## src/rtl/gspi_txn_master.sv

```systemverilog
module gspi_txn_master #(
  parameter int DIV_W = 8,
  parameter int LEN_W = 3
) (
  input  logic             clk,
  input  logic             rst_n,
  input  logic [DIV_W-1:0] div,
  input  logic             req_valid,
  output logic             req_ready,
  input  logic             req_write,
  input  logic             req_incr,
  input  logic [1:0]       req_func,
  input  logic [16:0]      req_addr,
  input  logic [LEN_W-1:0] req_len,
  input  logic [31:0]      req_wdata,
  input  logic             req_swap,
  output logic             done,
  output logic [31:0]      rd_data,
  output logic             spi_cs_n,
  output logic             spi_clk,
  output logic             spi_dout,
  output logic             spi_oe,
  input  logic             spi_din
);

  localparam int LENF_W = 11;
  localparam int NBYTES = 4;

  typedef enum logic [2:0] {S_IDLE, S_CMD, S_DLY, S_DATA, S_END} st_t;

  st_t              st;
  logic [DIV_W-1:0] div_q, cnt;
  logic [4:0]       bitk;
  logic [31:0]      cmd_q, wd_q, rsh;
  logic             rd_q, swap_q;
  logic [1:0]       func_q;
  logic [LEN_W-1:0] len_q;

  function automatic logic [31:0] sw16(input logic [31:0] x);
    return ((x & 32'hFF00FF00) >> 8) | ((x & 32'h00FF00FF) << 8);
  endfunction

  function automatic logic [31:0] bmask(input logic [LEN_W-1:0] n);
    logic [31:0] m;
    m = '0;
    for (int i = 0; i < NBYTES; i++)
      if (i < int'(n)) m[8*i +: 8] = 8'hFF;
    return m;
  endfunction

  wire [4:0]  idx      = {bitk[4:3], ~bitk[2:0]};
  wire        half_end = (cnt == div_q);
  wire [31:0] cmd_w    = {req_write, req_incr, req_func, req_addr,
                          {(LENF_W-LEN_W){1'b0}}, req_len};
  wire [31:0] wd_m     = req_wdata & bmask(req_len);
  wire [31:0] rd_word  = (swap_q ? sw16(rsh) : rsh) & bmask(len_q);

  assign req_ready = (st == S_IDLE);
  assign spi_oe    = (st == S_CMD) || (st == S_DATA && !rd_q);
  assign spi_dout  = spi_oe && ((st == S_CMD) ? cmd_q[idx] : wd_q[idx]);

  always_ff @(posedge clk or negedge rst_n) begin
    if (!rst_n) begin
      st       <= S_IDLE;
      div_q    <= '0;
      cnt      <= '0;
      bitk     <= '0;
      cmd_q    <= '0;
      wd_q     <= '0;
      rsh      <= '0;
      rd_q     <= 1'b0;
      swap_q   <= 1'b0;
      func_q   <= '0;
      len_q    <= '0;
      done     <= 1'b0;
      rd_data  <= '0;
      spi_cs_n <= 1'b1;
      spi_clk  <= 1'b0;
    end else begin
      done <= 1'b0;
      case (st)
        S_IDLE: if (req_valid) begin
          div_q    <= div;
          cnt      <= '0;
          bitk     <= '0;
          rsh      <= '0;
          rd_q     <= !req_write;
          swap_q   <= req_swap;
          func_q   <= req_func;
          len_q    <= req_len;
          cmd_q    <= req_swap ? sw16(cmd_w) : cmd_w;
          wd_q     <= req_swap ? sw16(wd_m) : wd_m;
          spi_cs_n <= 1'b0;
          st       <= S_CMD;
        end
        S_END: begin
          if (half_end) begin
            spi_cs_n <= 1'b1;
            done     <= 1'b1;
            rd_data  <= rd_q ? rd_word : '0;
            st       <= S_IDLE;
          end else begin
            cnt <= cnt + 1'b1;
          end
        end
        default: begin
          if (!half_end) begin
            cnt <= cnt + 1'b1;
          end else begin
            cnt <= '0;
            if (!spi_clk) begin
              spi_clk <= 1'b1;
              if (st == S_DATA && rd_q) rsh[idx] <= spi_din;
            end else begin
              spi_clk <= 1'b0;
              bitk    <= bitk + 1'b1;
              if (bitk == 5'd31) begin
                case (st)
                  S_CMD:   st <= (rd_q && func_q == 2'd1) ? S_DLY : S_DATA;
                  S_DLY:   st <= S_DATA;
                  default: st <= S_END;
                endcase
              end
            end
          end
        end
      endcase
    end
  end

endmodule


```

## config.mk

```make
export PLATFORM = sky130hd
export DESIGN_NAME = gspi_txn_master
export DESIGN_NICKNAME = d
export VERILOG_FILES = /design/src/rtl/gspi_txn_master.sv
export SDC_FILE = /design/constraint.sdc
export NUM_CORES = 1
export LEC_CHECK = 0
export BUFFER_PORTS_ARGS = -buffer_cell sky130_fd_sc_hd__buf_4
export CAP_MARGIN = 20
export CORE_MARGIN = 5
export CORE_UTILIZATION = 58
export DETAILED_ROUTE_END_ITERATION = 12
export PLACE_DENSITY = 0.81
export SYNTH_ARGS = -nofsm -noshare
export SYNTH_HDL_FRONTEND = slang
export SYNTH_SLANG_ARGS = --single-unit
```

## constraint.sdc

```tcl
create_clock -name clk -period 2.9 [get_ports clk]
set_clock_uncertainty 0.05 [all_clocks]
set_input_delay 0.725 -clock clk [delete_from_list [all_inputs] [get_ports clk]]
set_output_delay 0.725 -clock clk [all_outputs]
set_load 0.05 [all_outputs]
```

==> results_dict.tcl <==
set metrics [dict create \
    power_switching_mw 1.05 \
    failed_checks "negative setup slack" \
    p_leak_nw 4.67 \
    cp_slowest_cell "dfrtp_2" \
    syn_to_final_growth_pct 18.4 \
    fin_crit_ps 3180 \
    finalHoldViolations 0 \
    fp.dieW_um 131 \
    async_flop_share_pct 100 \
    cts_made_buffers 17 \
    critPathLaunchType "register" \
    first_global_vias 6331 \
    ys_seq_elements 162 \
    vias 6864 \
    outcome "finished, violations left" \
    place_congestion 0.878 \
    cap_violations 0 \
    syn-cell-area_um2 8440 \
    die_y_um 131 \
    drt-vias-per-instance 5.87 \
    post-route-period-util_pct 110 \
    final_nets 1047 \
    path_delay_family "buffers and inverters" \
    worst-endpoint-required_ps 2120 \
    place_ws_ps 47.4 \
    critPathMaxFanout 9 \
    port-buffer-count 106 \
    synth_ff_type "dfrtp_1" \
    track_usage_pct 23.8 \
    criticalPathCategory "reg2out" \
    cts_tree "done" \
    setup_viol 1 \
    slew_violations 0 \
    wl_um 19800 \
    firstDrtPassIters 5 \
    layoutNonFillerInstCount 1169 \
    n_antenna_cell 0 \
    ys_seq_area_share_pct 48.0 \
    pwr-share-clk_pct 46.1 \
    rsz0062_at_grt "true" \
    hold_class "in2async" \
    dp_hpwl_um 13500 \
    yosysTopAreaCell "dfrtp_1" \
    ys_types 56 \
    rows 44 \
    n_fill_cell 1116 \
    drc 0 \
    synth.avg_cell_area_um2 9.39 \
    synth.area.top_cells "dfrtp_1 48%, nand2_1 9.0%, mux2i_1 8.8%" \
    power.internal_mw 3.60 \
    final_layout_size_suffix_gt1_share_pct 20.6 \
    synth_fp_nets 974 \
    switching_share_pct 22.6 \
    cts_sinks 162 \
    initial_core_util_pct 58.5 \
    tightest_slew_ps 793 \
    wire_per_inst_um 17.0 \
    grt-ovfl-total 0 \
    fin_area_um2 10000 \
    netlist_instances 899 \
    power.density_nw_per_um2 465 \
    clockRootBuffer "clkbuf_16" \
    core_um2 14400 \
    crit_buf_inv 3 \
    final_common_cell "nand2_1" \
    clock_latency_ps 430 \
    synth_top_area_share_pct 47.7 \
    cp.arrival_ps 2410 \
    placed_area_um2 9350 \
    grt_pass1_wl_um 32100 \
    drtAntennaViolNets 0 \
    numPlacedInstances 1134 \
    maxSlewHeadroom_pct 47.1 \
    path_clk_slew_ps 70 \
    path_cells "buf_12 > buf_6 > mux2i_1 > o22ai_2 > nor4_2 > o32a_1 > o32ai_2 > buf_6" \
    final_cell_mix "202 x nand2_1, 157 x dfrtp_1, 128 x buf_4" \
    yosysWarnings 0 \
    synth_edf_count 0 \
    crit_top_cell "buf_6" \
    finalWorstSetupSlack_ps -284 \
    pin_count 107 \
    htreeDepth 4 \
    clockBufferDepth 2 \
    max_freq_ghz 0.314 \
    seqPwrFrac_pct 48.6 \
    end_kind "output port" \
    antenna_found_initial 0 \
    slowest_delay_ps 450 \
    power_frac_comb_pct 5.3 \
    grt_max_degree 89 \
    peakVddDrop_mv 0.391 \
    drt_iter0_drc 564 \
    die_area_um2 17100 \
]
power by group through the flow:
stage	registers [mW]	logic, mW	clock network [mW]
after floorplan	2.30	0.0916	0
after global placement	2.30	0.245	0
after detailed placement	2.30	0.249	0
after CTS	2.26	0.249	2.17
after global routing	2.26	0.277	2.26
final	2.26	0.246	2.14
stage by stage:
stage | util, % | setup TNS [ps] | hold WS (ps) | power, mW
2_1_floorplan | - | 0 | 379 | 2.39
3_3_place_gp | 64.8 | 0 | 400 | 2.55
3_5_place_dp | 64.8 | 0 | 400 | 2.55
4_1_cts | 69.0 | -204 | 88.0 | 4.68
5_1_grt | 69.3 | -324 | 95.5 | 4.79
6_report | 69.3 | -284 | 93.6 | 4.65
state kept, by name (all words and copies together), names as in the netlist:
| register | cells |
|---|---|
| cnt | 8 |
| spi_clk | 1 |
| wd_q | 32 |
| func_q | 2 |
| cmd_q | 32 |
| done | 1 |
| div_q | 8 |
| st | 3 |
| swap_q | 1 |
| bitk | 5 |
| len_q | 3 |
| rsh | 32 |
| rd_data | 32 |
| rd_q | 1 |
| spi_cs_n | 1 |
cell families after synthesis:
kind of cell    after synthesis  share of synthesized area (%)
buf+inv                      91                           5.30
xor+xnor                     14                           1.54
mux                          78                           9.71
fa+ha+maj                     6                          0.889
flops                       162                           48.0
simple gates                319                           16.8
compound gates              229                           17.7
cell type report:
class | instances | area [µm²] | area share, %
sequential | 162 | 4060 | 40.6
multi-input combinational | 646 | 3990 | 39.9
timing repair buffer | 138 | 1120 | 11.2
clock buffer | 21 | 460 | 4.61
tap | 184 | 230 | 2.30
clock inverter | 11 | 104 | 1.04
inverter | 7 | 26.3 | 0.263
synthesized netlist by cell type, drive strengths merged (6+ instances only):
| master | instances |
|---|---|
| or3 | 6 |
| nand2 | 203 |
| o211ai | 33 |
| nand4 | 10 |
| buf | 38 |
| o22ai | 9 |
| o31ai | 65 |
| xnor2 | 11 |
| dfrtp | 161 |
| o21ai | 67 |
| inv | 7 |
| clkbuf | 46 |
| nor2 | 51 |
| a31oi | 36 |
| ha | 6 |
| nand3 | 17 |
| nand3b | 10 |
| mux2i | 74 |
worst paths after layout:
path / from / endpoint / slack [ps] / depth (start not counted)
max reg2reg: st[1] / cmd_q[23] / 600 / 6
min reg2reg: spi_cs_n / spi_cs_n / 410 / 2
min: rst_n / bitk[1] / 90 / 1
max in group asynchronous: rst_n / bitk[3] / 1970 / 2
min in group clk: spi_cs_n / spi_cs_n / 410 / 2
max: bitk[0] / spi_dout / -280 / 8
routing by layer:
metal	GRT usage, %	wire length [µm]
met2	36.7	9370
met3	4.47	1100
met5	0	0
met4	7.62	345
met1	34.3	9020
repair_timing:
item / CTS / global route
endpoints found under the setup margin: 1 / 1
pin swaps: 1 / 0
buffers inserted: 2 / 0
hold buffers: 0 / 0
resized for setup: 9 / 7
worst register-to-register path, cell delays in order (launching register included):
cell,delay (ps)
dfrtp_1,500
or2_0,330
nor2_4,200
nand2_4,450
buf_12,410
nand2_1,130
o21ai_0,90
No activity file was read; power rests on OpenSTA's default activity.
